`src/rtl/alu8_pkg.sv`:
```
package alu8_pkg;

  typedef enum logic [2:0] {
    OP_XOR   = 3'b000,
    OP_OR    = 3'b001,
    OP_NOTB  = 3'b010,
    OP_ADC   = 3'b011,
    OP_PASSA = 3'b100,
    OP_PASSB = 3'b101,
    OP_NEGA  = 3'b110,
    OP_BSUBA = 3'b111
  } alu_op_e;

  function automatic logic op_is_arith(alu_op_e op);
    return (op == OP_ADC) || (op == OP_NEGA) || (op == OP_BSUBA);
  endfunction

endpackage

```
`src/rtl/alu8_logic.sv`:
```
module alu8_logic
  import alu8_pkg::*;
#(
  parameter int W = 8
) (
  input  alu_op_e        op,
  input  logic [W-1:0]   a,
  input  logic [W-1:0]   b,
  output logic [W-1:0]   y
);

  always_comb begin
    unique case (op)
      OP_XOR:   y = a ^ b;
      OP_OR:    y = a | b;
      OP_NOTB:  y = ~b;
      OP_PASSA: y = a;
      OP_PASSB: y = b;
      default:  y = '0;
    endcase
  end

endmodule

```
`src/rtl/alu8_arith.sv`:
```
module alu8_arith
  import alu8_pkg::*;
#(
  parameter int W = 8
) (
  input  alu_op_e        op,
  input  logic [W-1:0]   a,
  input  logic [W-1:0]   b,
  input  logic           cin,
  output logic [W-1:0]   sum,
  output logic           cout
);

  localparam int SW = W + 1;

  logic [W-1:0] opx;
  logic [W-1:0] opy;
  logic         c0;
  logic [SW-1:0] total;

  // Operand steering: one adder serves add, negate and reverse subtract.
  always_comb begin
    unique case (op)
      OP_NEGA:  begin opx = ~a; opy = '0; c0 = 1'b1; end
      OP_BSUBA: begin opx = ~a; opy = b;  c0 = 1'b1; end
      default:  begin opx = a;  opy = b;  c0 = cin;  end
    endcase
  end

  assign total = {1'b0, opx} + {1'b0, opy} + {{W{1'b0}}, c0};
  assign sum   = total[W-1:0];
  assign cout  = total[W];

endmodule

```
`src/rtl/alu8_core.sv`:
```
module alu8_core
  import alu8_pkg::*;
#(
  parameter int W = 8
) (
  input  logic [W-1:0] a_in,
  input  logic [W-1:0] b_in,
  input  logic [2:0]   op_sel,
  input  logic         carry_in,
  output logic [W-1:0] result,
  output logic         carry_out
);

  alu_op_e      op;
  logic [W-1:0] logic_y;
  logic [W-1:0] arith_y;
  logic         arith_c;
  logic         arith_sel;

  assign op        = alu_op_e'(op_sel);
  assign arith_sel = op_is_arith(op);

  alu8_logic #(.W(W)) u_logic (
    .op (op),
    .a  (a_in),
    .b  (b_in),
    .y  (logic_y)
  );

  alu8_arith #(.W(W)) u_arith (
    .op   (op),
    .a    (a_in),
    .b    (b_in),
    .cin  (carry_in),
    .sum  (arith_y),
    .cout (arith_c)
  );

  assign result    = arith_sel ? arith_y : logic_y;
  assign carry_out = arith_sel & arith_c;

  always_comb begin

    if (op == OP_ADC)
      add_sum_chk: assert ({carry_out, result} ==
                           ({1'b0, a_in} + {1'b0, b_in} + {{W{1'b0}}, carry_in}))
        else $error("add result mismatch");

    if (op == OP_NEGA)
      neg_zero_chk: assert ((result + a_in) == '0 && carry_out == (a_in == '0))
        else $error("negate mismatch");

    if (op == OP_BSUBA)
      sub_borrow_chk: assert (carry_out == (b_in >= a_in) && (result + a_in) == b_in)
        else $error("subtract mismatch");

    if (!(op == OP_ADC || op == OP_NEGA || op == OP_BSUBA))
      no_carry_chk: assert (carry_out == 1'b0)
        else $error("carry out on non-arithmetic op");

    if (op == OP_PASSB)
      pass_b_chk: assert (result == b_in)
        else $error("pass B mismatch");
  end

endmodule

```
`config.mk`:
```
export PLATFORM = sky130hd
export DESIGN_NAME = alu8_core
export DESIGN_NICKNAME = d
export VERILOG_FILES = /design/src/rtl/alu8_pkg.sv /design/src/rtl/alu8_logic.sv /design/src/rtl/alu8_arith.sv /design/src/rtl/alu8_core.sv
export SDC_FILE = /design/constraint.sdc
export NUM_CORES = 1
export LEC_CHECK = 0
export BUFFER_PORTS_ARGS = -buffer_cell sky130_fd_sc_hd__buf_4
export CORE_MARGIN = 3
export CORE_UTILIZATION = 57
export DETAILED_ROUTE_END_ITERATION = 12
export PLACE_DENSITY = 0.85
export SYNTH_ARGS = -nofsm -noshare
export SYNTH_HDL_FRONTEND = slang
export SYNTH_HIERARCHICAL = 1
export SYNTH_SLANG_ARGS = --single-unit
```
`constraint.sdc`:
```
create_clock -name vclk -period 2.72
set_input_delay 0.136 -clock vclk [all_inputs]
set_output_delay 0.136 -clock vclk [all_outputs]
set_load 0.005 [all_outputs]
```
==> flow_summary.ini <==
[clock_tree]
postCtsHoldBufs = 0

[timing]
fmax_mhz = 390
fin_ws_ns = 0.153
finalCritPeriodShare = 0.944
setup_viol = 0
whs_ns = 0.747
fin_tns_setup_ns = 0
slew-limit-headroom = 0.770
rsz0062_at_grt = false
maxSlewViolCount = 0
worstMarginPinSlew_ns = 0.344
hold_viol = 0
fin_crit_ns = 2.57

[global_routing]
overflow = 0
grt_usage = 0.225
grt_max_degree = 16
grt_pass1_vias = 1143
antenna_found_initial = 0
grt_pass1_wl_um = 4530

[power]
power_frac_clock = 0
power_mw = 0.331
p_leak_nw = 0.683
p_sw_mw = 0.153
power_density_nw_per_um2 = 246
internal_power_mw = 0.179
p_seq_frac = 0
combPwrFrac = 1.000
sw_frac_of_total = 0.460
peakVddDrop_uv = 138

[outcome]
status = finished clean

[synth]
yosys_warnings = 6
synth_area_per_cell_sq_um = 8.25
synthCells = 133
yosys.area.top_type_share = 0.171
yosysTopAreaCell = ha_1
seq_area_frac_synth = 0
syn-cell-area_sq_um = 1100
synth_nets = 170
synth.area.top_cells = ha_1, mux4_1, inv_1
yosysUniqueCellTypes = 43
netlist_top_cells_count = inv_1, ha_1, mux2_2
yosysMostFrequentCell = inv_1

[layout]
fin_util = 0.762
seq_cells = 0
nets = 200
syn_to_final_growth_pct = 22.6
fin_area_sq_um = 1350
drive_above_1_share = 0.311
regArea_sq_um = 0
num-clock-buffers = 0
layoutNonFillerInstCount = 186
final.fill_count = 164
num_antenna_cells = 0

[die]
start_util = 0.622
dieHeight_um = 49.9
die_w_um = 49.9
die_area_sq_um = 2490
core_area_sq_um = 1760
ioPinCount = 29
row_count = 15

[route]
route.detailed.drc = 0
routed_via_density = 5.83
final_antenna_net_count = 0
wire_per_inst_um = 14.1
wl_um = 2620
drt-pass1-iter-count = 4
route.vias.total = 1085
drt-initial-drc-count = 12

[critical_path]
path_class = in2out
cp_max_fo = 13
end_kind = output port
crit_arrival_ns = 2.43
critPathRequiredTime_ns = 2.58
start_kind = input port

[min_path]
whs_path_depth = 4
worstHoldEndpoint = result[6]
hp-class = in2out
hold_start = b_in[6]

[placed_design]
place.gp.congestion = 0.788
port_buffers = 29
dp.cells = 186
hpwl_um = 2190
dpl_cell_area_sq_um = 1350
pre_cts_slack_ns = 0.102

[job]
maxCapViolCount = 0
==> cell usage in the layout (no fill, tap or decap), drive strengths merged, types with 2 or more instances in the layout <==
master and count:
a21oi 6, mux2i 2, and2 8, nand2b 3, ha 15, fa 2, nor2 3, a311o 2
o2bb2ai 2, nand2 4, nand3b 2, o22ai 6, inv 28, o22a 3, xor2 3, xnor2 8
a21o 2, a2bb2oi 2, mux2 9, o21ai 2, mux4 5, buf 32
==> layer usage <==
metal  wire [um]  track usage
met1        1080        0.233
met5           0            0
met2        1430        0.471
met3          91       0.0121
met4          14       0.0553
==> cell type report <==
class                           instances  area [sq um]  area share
Tap cell                               25          31.3      0.0233
Multi-Input combinational cell        101           968       0.720
Inverter                               28           105      0.0781
Timing Repair Buffer                   32           240       0.179
==> how the worst max path moves through the flow <==
stage                         start        end  cells past startpoint  slack [ns]
final                     op_sel[1]  result[5]                     10        0.15
after global routing      op_sel[1]  result[5]                     10        0.03
after CTS                 op_sel[1]  result[5]                     11         0.1
after detailed placement  op_sel[1]  result[5]                     11        0.10
after global placement    op_sel[1]  result[5]                     11        0.14
after floorplan           op_sel[2]  result[5]                     10        0.51
==> power by group through the flow <==
stage / clock, mW / sequential, mW / combinational (mW)
after floorplan: 0 / 0 / 0.216
after global placement: 0 / 0 / 0.315
after detailed placement: 0 / 0 / 0.329
after CTS: 0 / 0 / 0.331
after global routing: 0 / 0 / 0.368
final: 0 / 0 / 0.331
==> critical path, stage by stage <==
cell	delay [ns]
buf_4	0.18
nand2_2	0.08
or2_1	0.32
and2_1	0.21
ha_1	0.33
a21oi_1	0.32
a21oi_2	0.12
a311o_1	0.35
mux2_2	0.26
buf_4	0.13
==> timing repair <==
item | in CTS | in global routing
buffers inserted | 0 | 0
endpoints found under the setup margin | 0 | 4
gates resized for setup | 0 | 1
==> logic make-up (layout without fill, tap and decap cells) <==
logic type,count (synthesis),count (layout),share of synthesized area
compound gates,30,30,0.219
simple gates,27,27,0.141
xor+xnor,11,11,0.0878
fa+ha+maj,17,17,0.208
buf+inv,32,60,0.117
mux,16,16,0.227
No activity file was read; power rests on OpenSTA's default activity.
